**src/rtl/clkmode_ctrl.sv**
```systemverilog
module clkmode_ctrl #(
  parameter int LOCK_TMO = 1000
) (
  input  logic       clk,
  input  logic       rst_n,
  input  logic [2:0] strap_i,
  input  logic       wdog_off_i,
  input  logic       lock_async_i,
  input  logic       irq_clr_i,
  output logic       pll_en_o,
  output logic       ref_conn_o,
  output logic       cpu_sel_pll_o,
  output logic       cpu_clk_en_o,
  output logic       unlock_irq_o,
  output logic       lock_tmo_o,
  output logic [1:0] mode_o,
  output logic       lock_o
);
  localparam int CW = $clog2(LOCK_TMO + 1);
  localparam logic [1:0] M_PLL = 2'b00;
  localparam logic [1:0] M_DIR = 2'b01;
  localparam logic [1:0] M_DIV = 2'b10;

  logic [1:0]    mode_q;
  logic          sync1_q, lock_q, lock_prev_q;
  logic          run_q, div_q, first_q, cut_q, pend_q, seen_q;
  logic [CW-1:0] cnt_q;
  logic          is_pll, drop;

  assign is_pll = (mode_q == M_PLL);
  assign drop   = is_pll & lock_prev_q & ~lock_q;

  always_ff @(posedge clk) begin
    sync1_q <= lock_async_i;
    lock_q  <= sync1_q;
  end

  always_ff @(posedge clk) begin
    if (!rst_n) begin
      mode_q      <= (strap_i == 3'b011) ? M_DIR :
                     (strap_i == 3'b001) ? M_DIV : M_PLL;
      run_q       <= 1'b0;
      div_q       <= 1'b0;
      first_q     <= 1'b1;
      cut_q       <= 1'b0;
      pend_q      <= 1'b0;
      seen_q      <= 1'b0;
      cnt_q       <= '0;
      lock_prev_q <= lock_q;
    end else begin
      run_q       <= 1'b1;
      div_q       <= ~div_q;
      first_q     <= 1'b0;
      lock_prev_q <= lock_q;
      if (first_q && is_pll && !lock_q) cut_q <= 1'b1;
      pend_q <= drop | (pend_q & ~irq_clr_i);
      if (lock_q) seen_q <= 1'b1;
      else if (is_pll && !seen_q && cnt_q != CW'(LOCK_TMO)) cnt_q <= cnt_q + CW'(1);
    end
  end

  assign mode_o        = mode_q;
  assign lock_o        = lock_q;
  assign cpu_sel_pll_o = is_pll;
  assign pll_en_o      = is_pll | ~wdog_off_i;
  assign ref_conn_o    = is_pll & ~cut_q;
  assign cpu_clk_en_o  = (mode_q == M_DIV) ? div_q : run_q;
  assign unlock_irq_o  = pend_q;
  assign lock_tmo_o    = (cnt_q == CW'(LOCK_TMO));
endmodule

```
**config.mk**
```make
export PLATFORM = sky130hd
export DESIGN_NAME = clkmode_ctrl
export DESIGN_NICKNAME = d
export VERILOG_FILES = /design/src/rtl/clkmode_ctrl.sv
export SDC_FILE = /design/constraint.sdc
export NUM_CORES = 1
export LEC_CHECK = 0
export CAP_MARGIN = 20
export CORE_MARGIN = 2
export CORE_UTILIZATION = 48
export CTS_CLUSTER_SIZE = 8
export DETAILED_ROUTE_END_ITERATION = 10
export MAX_ROUTING_LAYER = met4
export PLACE_DENSITY_LB_ADDON = 0.25
export SYNTH_ARGS = -nofsm -noshare
export SYNTH_HDL_FRONTEND = slang
export SYNTH_SLANG_ARGS = --single-unit
```
**constraint.sdc**
```tcl
create_clock -name clk -period 2 [get_ports clk]
set_input_delay 0.6 -clock clk [delete_from_list [all_inputs] [get_ports clk]]
set_output_delay 0.6 -clock clk [all_outputs]
set_load 0.01 [all_outputs]
```
# == Yosys cells after proc, flatten, opt, wreduce, memory -nomap -nowiden ==
# Cells that the tools add are included.
# totals
output_inout_bits,9
reg_bits,21
ramBits,0
mem_count,0
mem_bits_ro,0
latch_bits,0
# op_classes
div_mod_pow,0
eq_ne,5
n_shift,0
reduce_logical,8
mux,4
multipliers,0
add_sub_neg,1
order_cmp,0
bitwise,11
# ops
op,count
"10-bit by 1-bit adder with 10-bit output, second input constant",1
"10-bit equality test, second input constant",1
"10-bit inequality test, second input constant",1
1-bit inverter,5
1-bit bitwise AND,4
1-bit logical AND,4
"3-bit by 1-bit equality test with 1-bit output, second input constant",1
"3-bit by 2-bit equality test with 1-bit output, second input constant",1
1-bit two-way mux,3
"2-bit equality test, second input constant",1
1-bit zero test,2
2-bit zero test,1
2-bit two-way mux,1
1-bit bitwise OR,2
2-bit AND reduction,1

# == Logic depth before layout (Yosys ltp) ==
# logic_depth
word_depth,4
mapped_depth,6
mapped_depth_nobuf,6

# == Least setup slack after synthesis ==
# Ideal clock, no wire load.
# synth_timing
path_kind,reg-to-output
start,"register mode_q[0], in the netlist mode_o[0]"
end,output port cpu_clk_en_o
path_stages_with_launch,3
slack_ps,408
t_required_ps,1400
arrival_ps,992
path_buffers,0
path_cell_list,edfxtp_1 -> nand2b_1 -> mux2_2
# synth_via
elab_chain_len,2
# synth_lines
item,line_no,text
"start, declared",24,logic [1:0] mode_q;
"start signal, assigned",40,mode_q <= (strap_i == 3'b011) ? M_DIR :
2-bit equality test,67,assign cpu_clk_en_o = (mode_q == M_DIV) ? div_q : run_q;
1-bit two-way mux,67,
"end, declared",13,"output logic cpu_clk_en_o,"
# Every way passes these cells.

# == Worst setup path in the final report ==
# layout_timing
start,input port wdog_off_i
end,output port pll_en_o
# layout_via
elab_chain_len,2
# layout_lines
item,line_no,text
"start, declared",7,"input logic wdog_off_i,"
1-bit inverter,65,assign pll_en_o = is_pll | ~wdog_off_i;
1-bit bitwise OR,65,
"end, declared",10,"output logic pll_en_o,"
# Every way passes these cells.

==> Flow_metrics.wiki <==
{| class="wikitable"
! Metric !! Value
|-
| Level count of the clock H-tree || 1
|-
| Setup crit start kind || primary input
|-
| Master cell of the clock root buffer || clkbuf_4
|-
| Total detailed-routing wirelength || around 1500 µm
|-
| Clock latency on the worst-skew pair || roughly 0.30 ns
|-
| Detailed-route DRC error count || 0
|-
| Worst stage delay on the critical path || between 0.4 and 0.5 ns
|-
| Via total after detailed routing || 687
|-
| Final cycle utilization of the critical path || 0.982
|-
| Number of cells in the design after placement || around 130
|-
| IR drop worst, VDD || between 400 and 500 µV
|-
| Die width || between 40 and 50 µm
|-
| Via count of the first global-routing pass || ~610
|-
| Cells after Synth || 85
|-
| Slew @ Worst Pin || 0.456 ns
|-
| Most instantiated library cell after synthesis || dfxtp_1
|-
| Share of synthesized area occupied by flip-flops and latches || 0.531
|-
| Post-synth top area share || 0.459
|-
| Post-DR wirelength/cell || between 10 and 15 µm
|-
| Max Cap Violations || 0
|-
| Core area || approximately 1700 µm²
|-
| CP Max Fanout || 1
|-
| Post-CTS Hold Fix Bufs || 0
|-
| Cell chain of the critical path || clkdlybuf4s50_1, o21ai_0, clkdlybuf4s15_1
|-
| Final-layout setup total negative slack || 0 ns
|-
| Die Footprint || just over 2000 µm²
|-
| Register with the most flip-flops || cnt_q
|-
| RR Startpoint || mode_o[1]
|-
| Max frequency || 509 MHz
|-
| Antenna violations before repair || 0
|-
| Starting utilization of the core area || 0.497
|-
| Cell taking the most area after synthesis || dfxtp_1
|-
| Max FFs per register || 10
|-
| RSZ-0062 raised after global routing || no
|-
| Total number of nets in the final design || between 100 and 150
|-
| CTS tree || yes
|-
| Highest-utilization routing layer at the global route stage || met2
|-
| Number of violations reported at the end of detailed-routing iteration 0 || 16
|-
| Synth Net Count || 95
|-
| Most frequent cells after synthesis || dfxtp_1, nor2_1, a21oi_1, nand3_1, o21ai_0
|-
| Boundary Pins || 17
|-
| Origin of the worst min-delay path || sync1_q
|-
| Worst slew margin relative to its limit || 0.694
|-
| Number of gates resized after cts || 13
|-
| Number of synthesized flops with an enable pin || 2
|-
| CTS clock-pin slew for the worst setup and hold paths || roughly 0.11 ns
|-
| Final Total Pwr || ~0.72 mW
|-
| Critical Setup Path Class || in -> out
|-
| Cell types occupying the most area after synthesis || dfxtp_1, edfxtp_1, nor2_1
|-
| Buffers on Ports || 16
|-
| Number of core rows || 15
|-
| Detail Placement HPWL || 1150 µm
|-
| Total track usage || 0.173
|-
| Library cells used by synthesis || 29
|-
| GR Layer Usage met1 || 0.219
|-
| Die extent in y || around 46 µm
|-
| Post-synthesis async set-or-reset flop share || 0
|-
| Global routing met2 resource utilization || 0.259
|-
| Number of warning messages in the yosys log || 0
|-
| Filler cell count in the final layout || 150
|-
| Endpoint type of the worst setup path || output pin
|-
| Yosys reg bits || 21
|-
| Standard cell with the maximum stage delay on the critical path || clkdlybuf4s50_1
|-
| Kind of path behind the tightest hold check || reg -> reg
|-
| Core occupancy in the finished layout || 0.661
|-
| Avg Vias per Cell || about 5.3
|-
| Post-route ant nets || 0
|-
| Ys flop type || dfxtp_1
|-
| Power per standard cell area || approximately 660 nW/µm²
|-
| Cell Count, Final, Fillers Out || between 100 and 150
|-
| Data arrival time of the critical path || ~1.4 ns
|-
| Global routing usage on met3 || 0.0238
|-
| Weighted congestion at the end of routability-driven global placement || 0.839
|-
| Leakage power total || around 0.44 nW
|-
| Total CTS buffers || 3
|-
| Endpoints failing hold || 0
|-
| Fraction of layout cells with a size suffix above 1 || 0.212
|-
| GRT overflow || 0
|-
| Maximum number of pins on one net before global-route repair || 13
|-
| First-pass iteration count of the detailed router || 4
|-
| Run status || finished clean
|-
| Required time of the critical path || 1.40 ns
|-
| Wire length of the first global-routing pass || between 2000 and 2500 µm
|-
| Buffers from clock root to sink, at most || 2
|-
| Beginning of the critical path || wdog_off_i
|-
| Area delta synth->final || 33.0%
|-
| Mean Syn Cell Area || 9.76 µm²
|-
| Post-CTS Setup Repair Bufs || 0
|-
| Minimum clock period || 1.96 ns
|-
| Max Transition Viols Final || 0
|-
| Sinks on Clock Net || 21
|-
| Antenna diode count || 0
|-
| # setup viols final || 0
|-
| Post-synthesis instance area || approximately 830 µm²
|-
| Worst clock skew || 0.00100 ns
|}
-- power breakdown --
| part | internal, mW | switching, mW | total, mW |
|---|---|---|---|
| combinational | 0.0423 | 0.0336 | 0.0759 |
| sequential | 0.439 | 0.00750 | 0.446 |
| clock | 0.0746 | 0.126 | 0.201 |
| total | 0.556 | 0.168 | 0.723 |
-- area by class of cell --
type                       instances  area [µm²]  share of cell area
timing repair buffer              25         219               0.198
inverter                           4        15.0              0.0136
clock buffer                       3        22.5              0.0204
multi-input combinational         59         375               0.340
clock inverter                     1        5.00             0.00454
tap                               17        21.3              0.0193
sequential                        21         445               0.404
-- final timing paths --
check | end | slack (ns) | cells after the start
worst max register to register | cnt_q[6] | 0.27 | 5
worst min-delay path | lock_o | 0.34 | 0
worst min register to register | lock_o | 0.34 | 0
worst max-delay path | pll_en_o | 0.04 | 3
-- routing by layer --
layer / wire length (µm) / part of all wire
met1: 727 / 0.47
met2: 743 / 0.48
met3: 61 / 0.040
met4: 9 / 0.0058
met5: 0 / 0
-- kinds of logic after synthesis --
kind of cell    count (synthesis)  share of synthesized area
buf+inv                         5                     0.0226
simple gates                   39                      0.270
mux                             2                     0.0256
flops                          21                      0.531
compound gates                 12                     0.0784
xor+xnor                        4                     0.0422
fa+ha+maj                       2                     0.0302
-- metrics by stage --
stage	area [µm²]	hold slack [ns]	setup slack (ns)
floorplan	830	0.310	0.408
global placement	1070	0.313	-0.209
detailed placement	1070	0.316	-0.237
CTS	1110	0.345	0.0124
global route	1100	0.341	0.00118
finish	1100	0.335	0.0369
-- critical path, delay by kind of cell --
family          cells  cell delay [ns]
buf+inv             2             0.69
compound gates      1             0.07
-- layout by cell type, fill, tap and decap left out, types with 2 or more instances in the layout --
cell type / Yosys / routed
a21oi_1: 5 / 5
xor2_1: 2 / 2
clkdlybuf4s50_1: 0 / 10
ha_1: 2 / 2
buf_4: 0 / 9
o21ai_0: 5 / 5
nand4_1: 3 / 3
dfxtp_2: 0 / 4
dfxtp_1: 19 / 15
or3_1: 4 / 4
nor2_1: 12 / 11
nand2_1: 3 / 3
xnor2_1: 2 / 2
clkdlybuf4s15_1: 0 / 2
nand3_1: 5 / 5
edfxtp_1: 2 / 2
nor3_1: 2 / 2
inv_1: 4 / 4
clkbuf_4: 0 / 3
Note: power is estimated with default switching activity, not from simulation.
